[config.mk]
export PLATFORM = sky130hd
export DESIGN_NAME = rsu_round_sat
export DESIGN_NICKNAME = d
export VERILOG_FILES = /design/src/rtl/rsu_pkg.sv /design/src/rtl/rsu_round_decide.sv /design/src/rtl/rsu_sat_clamp.sv /design/src/rtl/rsu_round_sat.sv
export SDC_FILE = /design/constraint.sdc
export NUM_CORES = 1
export LEC_CHECK = 0
export BUFFER_PORTS_ARGS = -buffer_cell sky130_fd_sc_hd__buf_2
export CORE_UTILIZATION = 48
export CTS_BUF_LIST = sky130_fd_sc_hd__clkbuf_4 sky130_fd_sc_hd__clkbuf_8
export DETAILED_ROUTE_END_ITERATION = 8
export PLACE_DENSITY = 0.83
export SLEW_MARGIN = 20
export SYNTH_ARGS = -nofsm -noshare
export SYNTH_HDL_FRONTEND = slang
export SYNTH_SLANG_ARGS = --single-unit
[constraint.sdc]
create_clock -name clk -period 4.38 [get_ports clk]
set_clock_uncertainty 0.15 [all_clocks]
set_input_delay 0.876 -clock clk [delete_from_list [all_inputs] [get_ports clk]]
set_output_delay 0.876 -clock clk [all_outputs]
set_load 0.02 [all_outputs]
[src/rtl/rsu_pkg.sv]
package rsu_pkg;

  // Classification of the rounded value against the signed result range
  typedef enum logic [1:0] {
    OVF_NONE = 2'd0,
    OVF_POS  = 2'd1,
    OVF_NEG  = 2'd2
  } ovf_kind_e;

endpackage

[src/rtl/rsu_round_decide.sv]
// Round-half-to-even decision from the discarded fraction bits
module rsu_round_decide #(
  parameter int FRAC_W = 16
) (
  input  logic [FRAC_W-1:0] frac_i,
  input  logic              keep_lsb_i,
  output logic              up_o
);

  localparam logic [FRAC_W-1:0] HALF = {1'b1, {(FRAC_W-1){1'b0}}};

  always_comb begin
    if (frac_i > HALF) begin
      up_o = 1'b1;
    end else if (frac_i == HALF) begin
      up_o = keep_lsb_i;
    end else begin
      up_o = 1'b0;
    end
  end

endmodule

[src/rtl/rsu_sat_clamp.sv]
// Adds the rounding increment, detects range overflow and clamps or wraps
module rsu_sat_clamp #(
  parameter int KEEP_W = 24,
  parameter int RES_W  = 16
) (
  input  logic [KEEP_W-1:0] keep_i,
  input  logic              up_i,
  input  logic              sat_en_i,
  output logic [RES_W-1:0]  res_o
);

  localparam int SUM_W  = KEEP_W + 1;
  localparam int HEAD_W = SUM_W - RES_W + 1;
  localparam logic [RES_W-1:0] MAX_POS = {1'b0, {(RES_W-1){1'b1}}};
  localparam logic [RES_W-1:0] MAX_NEG = {1'b1, {(RES_W-1){1'b0}}};

  logic [SUM_W-1:0]  sum;
  logic [HEAD_W-1:0] head;
  logic              fits;
  rsu_pkg::ovf_kind_e ovf;

  // One guard bit so the largest positive input plus one cannot wrap
  assign sum  = {keep_i[KEEP_W-1], keep_i} + {{(SUM_W-1){1'b0}}, up_i};
  assign head = sum[SUM_W-1:RES_W-1];
  assign fits = (head == '0) || (head == '1);

  always_comb begin
    if (fits) begin
      ovf = rsu_pkg::OVF_NONE;
    end else if (keep_i[KEEP_W-1]) begin
      ovf = rsu_pkg::OVF_NEG;
    end else begin
      ovf = rsu_pkg::OVF_POS;
    end
  end

  always_comb begin
    res_o = sum[RES_W-1:0];
    if (sat_en_i) begin
      case (ovf)
        rsu_pkg::OVF_POS: res_o = MAX_POS;
        rsu_pkg::OVF_NEG: res_o = MAX_NEG;
        default:          res_o = sum[RES_W-1:0];
      endcase
    end
  end

endmodule

[src/rtl/rsu_round_sat.sv]
// Top: rounding decision, clamp and the registered result
module rsu_round_sat #(
  parameter int ACC_W  = 40,
  parameter int FRAC_W = 16,
  parameter int RES_W  = 16
) (
  input  logic             clk,
  input  logic             rst,
  input  logic             upd_i,
  input  logic             sat_en_i,
  input  logic [ACC_W-1:0] acc_i,
  output logic [RES_W-1:0] rnd_o
);

  localparam int KEEP_W  = ACC_W - FRAC_W;
  localparam int SIGN_LO = FRAC_W + RES_W;

  logic             round_up;
  logic [RES_W-1:0] res_next;
  logic [RES_W-1:0] res_q;

  rsu_round_decide #(
    .FRAC_W (FRAC_W)
  ) u_decide (
    .frac_i     (acc_i[FRAC_W-1:0]),
    .keep_lsb_i (acc_i[FRAC_W]),
    .up_o       (round_up)
  );

  rsu_sat_clamp #(
    .KEEP_W (KEEP_W),
    .RES_W  (RES_W)
  ) u_clamp (
    .keep_i   (acc_i[ACC_W-1:FRAC_W]),
    .up_i     (round_up),
    .sat_en_i (sat_en_i),
    .res_o    (res_next)
  );

  always_ff @(posedge clk) begin
    if (rst) begin
      res_q <= '0;
    end else if (upd_i) begin
      res_q <= res_next;
    end
  end

  assign rnd_o = res_q;

  // Port-level views of the high bits, used only by the checks below
  logic [ACC_W-SIGN_LO:0]   hi_pos;
  logic [ACC_W-SIGN_LO-1:0] hi_neg;
  assign hi_pos = acc_i[ACC_W-1:SIGN_LO-1];
  assign hi_neg = acc_i[ACC_W-1:SIGN_LO];

  AST_RESET_ZERO: assert property (@(posedge clk) rst |=> rnd_o == '0);

  AST_HOLD_IDLE: assert property (@(posedge clk) disable iff (rst)
    !upd_i |=> $stable(rnd_o));

  AST_CLAMP_POS: assert property (@(posedge clk) disable iff (rst)
    (upd_i && sat_en_i && !acc_i[ACC_W-1] && hi_pos != '0)
    |=> rnd_o == {1'b0, {(RES_W-1){1'b1}}});

  AST_CLAMP_NEG: assert property (@(posedge clk) disable iff (rst)
    (upd_i && sat_en_i && acc_i[ACC_W-1] && hi_neg != '1)
    |=> rnd_o == {1'b1, {(RES_W-1){1'b0}}});

  AST_BELOW_HALF: assert property (@(posedge clk) disable iff (rst)
    (upd_i && !sat_en_i && !acc_i[FRAC_W-1])
    |=> rnd_o == $past(acc_i[SIGN_LO-1:FRAC_W]));

  AST_TIE_EVEN: assert property (@(posedge clk) disable iff (rst)
    (upd_i && !sat_en_i && acc_i[FRAC_W-1:0] == {1'b1, {(FRAC_W-1){1'b0}}} && !acc_i[FRAC_W])
    |=> rnd_o == $past(acc_i[SIGN_LO-1:FRAC_W]));

endmodule

# [Word-level counts from Yosys, hierarchy flattened]
# Index checks and enable logic that the tools add are counted.
# W data, S select, Z words.
[word_totals] reg_bits=16 input_bits=44
[classes] n_addsub=1 n_lt_le_gt_ge=1 n_eq_ne=4 muxes=6 n_reduce_logical=2
[ops] cell="$pmux W16 S2" n=1
[ops] cell="$add A24 B2 Y25" n=1
[ops] cell="$eq A16 B16 Y1 const B" n=1
[ops] cell="$gt A16 B16 Y1 const B" n=1
[ops] cell="$mux W16" n=1
[ops] cell="$eq A10 B10 Y1 const B" n=1
[ops] cell="$logic_not A10 Y1" n=1
[ops] cell="$mux W2" n=2
[ops] cell="$eq A2 B1 Y1 const B" n=1
[ops] cell="$eq A2 B2 Y1 const B" n=1
[ops] cell="$mux W1" n=2
[ops] cell="$logic_or A1 B1 Y1" n=1

# [Logic depth before layout (Yosys ltp)]
# Gate-level depths: netlist (run 1).
[logic_depth] depth_word=10 ltp_mapped=11 ltp_nobuf=10

# [Modules after synthesis]
# Synthesis (run 1) repeated with hierarchy kept, for this count alone.
[hier_totals] cells_unflattened=153 hier_area_um2=1393.8
[modules_own_cells] module="rsu_sat_clamp" n_inst=1 cells_per_inst=95 area_each_um2=775.7
[modules_own_cells] module="rsu_round_sat" n_inst=1 cells_per_inst=52 area_each_um2=580.6
[modules_own_cells] module="rsu_round_decide" n_inst=1 cells_per_inst=6 area_each_um2=37.5

# [Worst setup path before layout (run 1)]
# No wires, ideal clock.
[synth_path] path_type="input to register" from="input port acc_i[2]" to="register res_q[5], in the netlist rnd_o[5]" setup_time_ps=148 t_arrival_ps=3106 t_required_ps=4082 path_slack_ps=976 cell_stages=10 n_path_buf=1 cell_sequence="nor4_1 a41oi_1 ha_1 and3_1 and4_1 a311oi_1 o22ai_1 o211ai_1 buf_2 o311ai_0"
[synth_via] elab_chain_len=10 elab_cells_between_ends=13
[synth_lines] item="from (decl)" line_no="rsu_round_sat.sv:11" text="input logic [ACC_W-1:0] acc_i,"
[synth_lines] item="parallel branches: the longest is 2 deep, another holds $gt A16 B16 Y1"
[synth_lines] item="$mux W1 (*)" line_no="rsu_round_decide.sv:13" text="if (frac_i > HALF) begin"
[synth_lines] item="$add A24 B2 Y25 (*)" line_no="rsu_sat_clamp.sv:23" text="assign sum = {keep_i[KEEP_W-1], keep_i} + {{(SUM_W-1){1'b0}}, up_i};"
[synth_lines] item="$eq A10 B10 Y1 or $logic_not A10 Y1 (tied branches)" line_no="rsu_sat_clamp.sv:25" text="assign fits = (head == '0) || (head == '1);"
[synth_lines] item="$logic_or A1 B1 Y1" line_no="rsu_sat_clamp.sv:25"
[synth_lines] item="$mux W2" line_no="rsu_sat_clamp.sv:28" text="if (fits) begin"
[synth_lines] item="$eq A2 B2 Y1 or $eq A2 B1 Y1 (tied branches)" line_no="rsu_sat_clamp.sv:40" text="case (ovf)"
[synth_lines] item="$pmux W16 S2" line_no="rsu_sat_clamp.sv:40"
[synth_lines] item="$mux W16 (*)" line_no="rsu_sat_clamp.sv:39" text="if (sat_en_i) begin"
[synth_lines] item="to (signal assigned)" line_no="rsu_round_sat.sv:44" text="res_q <= res_next;"
[synth_lines] item="to (decl)" line_no="rsu_round_sat.sv:20" text="logic [RES_W-1:0] res_q;"
# Every way passes the cells marked *.
# A chain may end at the register's enable or synchronous reset.

# [Worst setup path after layout (run 1)]
[layout_path] from="input port acc_i[10]" to="register res_q[5], in the netlist rnd_o[5]"
# The elaborated chain is that of the path after synthesis.

==> results of run 1 <==
==> power breakdown <==
part	switching [mW]	total (mW)	leakage [nW]	internal [mW]
logic	0.0628	0.108	0.546	0.0452
registers	0.00466	0.161	0.132	0.156
clock network	0.0479	0.0984	0.0210	0.0505
==> per-layer routing <==
layer  routed length (um)  up-vias
li1                     -      751
met3                  153        4
met5                    0        -
met1                 1633      671
met4                   34        0
met2                 1662       47
==> how the worst max path moves through the flow <==
stage	startpoint	end	cells past startpoint
global route	acc_i[10]	rnd_o[4]	11
CTS	acc_i[10]	rnd_o[4]	11
detailed placement	acc_i[10]	rnd_o[4]	11
finish	acc_i[10]	rnd_o[5]	11
global placement	acc_i[10]	rnd_o[4]	11
floorplan	acc_i[2]	rnd_o[5]	10
==> worst max-delay path, delay by kind of cell <==
family / cells / cell delay, ns
and+or+nand+nor: 3 / 0.83
AOI/OAI and AO/OA: 5 / 1.32
adders and majority gates: 1 / 0.24
buffers and inverters: 2 / 0.34
==> layout by cell type (no fill, tap or decap), types with 4 or more instances in the layout <==
master    synthesis  final
nand2_1          27     27
nor4_1            4      4
o211ai_1          5      5
nand3_1          10     10
xor2_1            7      7
dfxtp_1          16     16
o311ai_0          6      6
o311ai_1          6      6
o21ai_0           5      5
and3_1            6      6
nor2_1           12     12
xnor2_1           9      9
buf_2             1     59
==> area by class of cell <==
cell class,instances,area share (%)
timing repair buffer,61,18.58
sequential,16,19.18
tap,30,2.247
inverter,2,0.4494
clock buffer,4,2.172
multi-input combinational,140,57.38
==> cell families (layout without fill, tap and decap cells) <==
group,after synthesis,in the layout
AO/OA/AOI/OAI,41,41
XOR/XNOR,16,16
adder cells (fa/ha/maj),2,2
buffers and inverters,8,67
flip-flops,16,16
multiplexers,1,1
AND/OR/NAND/NOR,80,80
==> through the flow <==
step                      utilization (%)  instances  hold WS, ns  power [mW]  setup WS (ns)
after floorplan                         -        164       0.4152      0.2240         0.9759
after global placement              64.21        249       0.3000      0.2702         0.5973
after detailed placement            64.21        249       0.3109      0.2720         0.4523
after CTS                           65.63        253       0.3336      0.3674         0.7550
after global routing                65.63        253       0.3694      0.3873         0.5301
final                               65.63        253       0.3303      0.3674         0.7537
==> run summary, run 1 <==
P_leak = 0.6993 nW
Post-CTS resize count = 0
Synth top cells by count = 27 x nand2_1, 16 x dfxtp_1, 12 x nor2_1
CP required = 4.37 ns
Max reg flops = 16
Clk buf depth = 2
Worst setup EP type = flip-flop
Slew HR = 47.09%
Final ANT Viol Nets = 0
Hpwl dp = 2850 um
Highest Clock Rate = 275.8 MHz
Max Slew Vio Count = 0
Critical-path top delay cell = a311oi_1
Post-synth EDFFs = 0
Synthesis Warnings = 0
Top_reg_cell synth = dfxtp_1
Worst-path clk slew = 0.10 ns
Placed instance area = 1634 um^2
Worst r2r src = rnd_o[15]
Worst Hold Depth = 2
Core area = 2545 um^2
Final instance area = 1670 um^2
Ordered cell list for the critical path = buf_2, nor4_1, a41oi_1, ha_1, and3_1, and4_1, a311oi_1, o22ai_1, o211ai_1, buf_4, o311ai_0
Mux cell area share after synthesis = 0.7597%
Mapped cell area = 1318 um^2
Post-synthesis sequential area ratio = 24.31%
Synth Area in Compound Gates = 27.16%
Pwr dens = 219.9 nW/um^2
Crit start category = primary input
Met3 GRT Util = 2.500%
H-tree Lvls = 1
Slew at the pin with the worst max-slew slack = 0.7907 ns
FP Rows = 18
Largest family of logic cells by synthesized area = simple AND/OR/NAND/NOR gates
R2R depth = 2
CTS tree = built
IO Pins = 60
Remaining global-route overflow = 0
Count leader, synth = nand2_1
Vias in the first global route = 1248
Top cells by area, synth = dfxtp_1 24%, nand2_1 7.7%, xnor2_1 6.0%
Die area = 2958 um^2
Max incr delay on CP = 0.44 ns
Inserted Diodes = 0
DRC violations left = 0
Min-Delay Path Class = reg2reg
Cell variety after synth = 48
Worst skew pair latency = 0.28 ns
GR Util All Layers = 24.54%
Met1 Use GR = 32.51%
Clock tree root driver cell = clkbuf_4
Chip width = 54.39 um
Post-CTS Setup Bufs = 0
DR iter-0 viols = 30
Share of layout cells above drive strength 1 = 33.18%
Synthesized netlist cell count = 164
Fillers = 245
CTS buffer count = 3
Register area = 320.3 um^2
Top cell type's share of synthesized area = 24.31%
Setup violators final = 0
Clock sinks = 16
Final setup TNS = 0 ns
Worst-case vdd ir drop = 208.8 uV
PortBufs = 59
Period utilization = 82.79%
GRT busiest layer = met2
Die Height = 54.39 um
Reg2Reg Setup Slack = 3.25 ns
Post-DR vias/cell = 5.822
Drt pass-1 iters = 4
Post-synthesis adder-cell area fraction = 1.899%
Initial core utilization = 51.77%
Setup CP Type = in2reg
Status = finished, final reports clean
Hold buffers post-CTS = 0
Post-synthesis xor/xnor area fraction = 10.64%
RSZ-0062 raised after global routing = no
Initial antenna violation count = 0
Mapped Avg Cell Area = 8.034 um^2
Yosys reg bits = 16
Sink of the worst hold path = rnd_o[2]
Met2 usage in global routing = 41.46%
NumNets Final = 270
Multi-input logic area = 958.4 um^2
Hold Violations, Final = 0
Peak fanout along the critical path = 9
Mean routed wirelength per cell = 13.77 um
MaxCap Viol Count = 0
Via count = 1473
Largest net degree at the start of global routing = 16
Final min period = 3.626 ns
Drt total wl = 3483 um
Placer Congestion = 0.8588
Async S/R FF share, synth = 0%
Syn Nets = 210
Largest area contributor in the netlist = dfxtp_1
Reg-to-Reg End = rnd_o[15]
Simple-gate share of the synthesized area = 32.29%
Hold path start = rnd_o[2]
Critical Path AT = 3.61 ns
P&R area growth vs syn = 26.78%
First-pass GRT wire length = 5368 um
No activity file was read; power rests on OpenSTA's default activity.
==> run 2, diff against run 1 <==
--- a/config.mk
+++ b/config.mk
@@ -6,10 +6,10 @@
 export NUM_CORES = 1
 export LEC_CHECK = 0
 export BUFFER_PORTS_ARGS = -buffer_cell sky130_fd_sc_hd__buf_2
-export CORE_UTILIZATION = 48
+export CORE_UTILIZATION = 44
 export CTS_BUF_LIST = sky130_fd_sc_hd__clkbuf_4 sky130_fd_sc_hd__clkbuf_8
 export DETAILED_ROUTE_END_ITERATION = 8
-export PLACE_DENSITY = 0.83
+export PLACE_DENSITY = 0.8
 export SLEW_MARGIN = 20
 export SYNTH_ARGS = -nofsm -noshare
 export SYNTH_HDL_FRONTEND = slang
==> constraint.sdc (replaced) <==
create_clock -name clk -period 3.2 [get_ports clk]
set_clock_uncertainty 0.15 [all_clocks]
set_input_delay 0.64 -clock clk [delete_from_list [all_inputs] [get_ports clk]]
set_output_delay 0.64 -clock clk [all_outputs]
set_load 0.02 [all_outputs]
==> run summary, run 2 (same netlist as run 1, synthesis figures left out) <==
Clk buf depth = 2 (unchanged)
Combinational share of power = 32.0% (was 29.4%)
Sequential power share = 42.6% (was 43.8%)
Mean routed wirelength per cell = 14.24 um (was 13.77 um)
CP required = 3.23 ns (was 4.37 ns)
Final setup TNS = 0 ns (unchanged)
Peak fanout along the critical path = 15 (was 9)
Sw frac = 31.34% (was 31.40%)
H-tree Lvls = 1 (unchanged)
Slew HR = 42.09% (was 47.09%)
First-pass GRT wire length = 5989 um (was 5368 um)
Most frequent cells in the layout = 59 x buf_2, 27 x nand2_1, 16 x buf_4, 16 x dfxtp_1, 12 x nor2_1 (was 59 x buf_2, 27 x nand2_1, 16 x dfxtp_1)
Setup violators final = 0 (unchanged)
FP Rows = 19 (was 18)
Slew at the pin with the worst max-slew slack = 0.8654 ns (was 0.7907 ns)
Worst setup EP type = flip-flop (unchanged)
Die area = 3217 um^2 (was 2958 um^2)
Clock sinks = 16 (unchanged)
Chip width = 56.72 um (was 54.39 um)
Final hold slack = 0.3231 ns (was 0.3303 ns)
Drt total wl = 3831 um (was 3483 um)
DR iter-0 viols = 50 (was 30)
Largest net degree at the start of global routing = 16 (unchanged)
Pwr dens = 276.9 nW/um^2 (was 219.9 nW/um^2)
Post-DR vias/cell = 5.740 (was 5.822)
GR Util All Layers = 23.29% (was 24.54%)
Die Height = 56.72 um (was 54.39 um)
Failing checks = design-rule violations
Internal power = 0.3552 mW (was 0.2520 mW)
Max Slew Vio Count = 0 (unchanged)
Via count = 1544 (was 1473)
Sw power = 0.1621 mW (was 0.1154 mW)
Initial core utilization = 46.97% (was 51.77%)
Hold buffers post-CTS = 0 (unchanged)
Setup CP Type = in2reg (unchanged)
Min-Delay Path Class = reg2reg (unchanged)
Final WS setup = 0.1482 ns (was 0.7537 ns)
PortBufs = 59 (unchanged)
Crit start category = primary input (unchanged)
Vias in the first global route = 1368 (was 1248)
Highest Clock Rate = 327.7 MHz
Hold Violations, Final = 0 (unchanged)
Period utilization = 95.37%
Max reg flops = 16 (unchanged)
Worst skew pair latency = 0.28 ns (about the same)
Total power = 0.5173 mW (was 0.3674 mW)
IO Pins = 60 (unchanged)
Remaining global-route overflow = 0 (unchanged)
Clock Power Share = 25.3% (was 26.8%)
NumNets Final = 285 (was 270)
CTS tree = built (unchanged)
RSZ-0062 raised after global routing = no (unchanged)
Final ANT Viol Nets = 0 (unchanged)
P_leak = 0.7921 nW (was 0.6993 nW)
Drt pass-1 iters = 6 (was 4)
Status = complete, but fails checks (was finished, final reports clean)
Critical Path AT = 3.08 ns (was 3.61 ns)
Share of layout cells above drive strength 1 = 41.60% (was 33.18%)
Worst-case vdd ir drop = 136.2 uV (was 208.8 uV)
Placer Congestion = 0.8315 (was 0.8588)
Commonest non-fill, non-tap cell in the layout = buf_2 (unchanged)
DRC violations left = 4 (was 0)
Worst-path clk slew = 0.09 ns (was 0.10 ns)
Setup WS pre-CTS = -0.5277 ns (was 0.4523 ns)
P&R area growth vs syn = 41.79% (was 26.78%)
Final min period = 3.052 ns
MaxCap Viol Count = 0 (unchanged)
CTS buffer count = 3 (unchanged)
Inserted Diodes = 0 (unchanged)
Core area = 2805 um^2 (was 2545 um^2)
Clock tree root driver cell = clkbuf_4 (unchanged)
Hpwl dp = 2888 um (was 2850 um)
Initial antenna violation count = 0 (unchanged)
## run 2: critical path, stage by stage
cell and delay (ns):
buf_2 0.11, nor4_2 0.25, a41oi_1 0.15, ha_2 0.21
and3_1 0.23, and4_4 0.23, xnor2_1 0.12, buf_4 0.14
a2111oi_4 0.39, a221oi_4 0.12, buf_12 0.17, o311ai_0 0.30
## run 2: final cells by class
cell class / instances / area, um^2
flip-flops and latches: 16 / 320.3
well taps: 31 / 38.79
fillers: 238 / 937.1
multi-input cells: 140 / 1030
repair buffers: 76 / 435.4
clock buffers: 4 / 36.28
inverters: 2 / 7.507
## run 2: path summary, 6_finish.rpt
path                             endpoint  slack (ns)  cells after the start       from
worst min-delay path             rnd_o[2]        0.32                      2   rnd_o[2]
worst max register to register  rnd_o[15]        2.10                      2  rnd_o[15]
worst max-delay path             rnd_o[4]        0.15                     12  acc_i[16]
worst min register to register   rnd_o[2]        0.32                      2   rnd_o[2]
## run 2: power by group through the flow
stage	Clock (mW)	Sequential (mW)	Combinational, mW
2_1_floorplan	0	0.244	0.0629
3_3_place_gp	0	0.225	0.150
3_5_place_dp	0	0.225	0.153
4_1_cts	0.132	0.221	0.154
5_1_grt	0.140	0.222	0.180
6_report	0.131	0.221	0.166
## run 2: routing by layer
layer	track usage, %	vias to the layer above	share of wire, %
li1	-	781	-
met1	29.07	719	45
met2	40.65	40	50
met3	2.074	4	3.7
met4	9.643	0	1.3
met5	0	-	0
## run 2: what timing repair did
action	CTS	global route
pin swaps	0	4
setup endpoints to repair	15	16
setup buffers	0	1
gates resized for setup	1	14
## run 2: through the flow
stage | util [%] | cell area, um^2 | std cells
2_1_floorplan | - | 1318 | 164
3_3_place_gp | 62.04 | 1740 | 264
3_5_place_dp | 62.04 | 1740 | 264
4_1_cts | 63.74 | 1788 | 268
5_1_grt | 66.59 | 1868 | 269
6_report | 66.59 | 1868 | 269
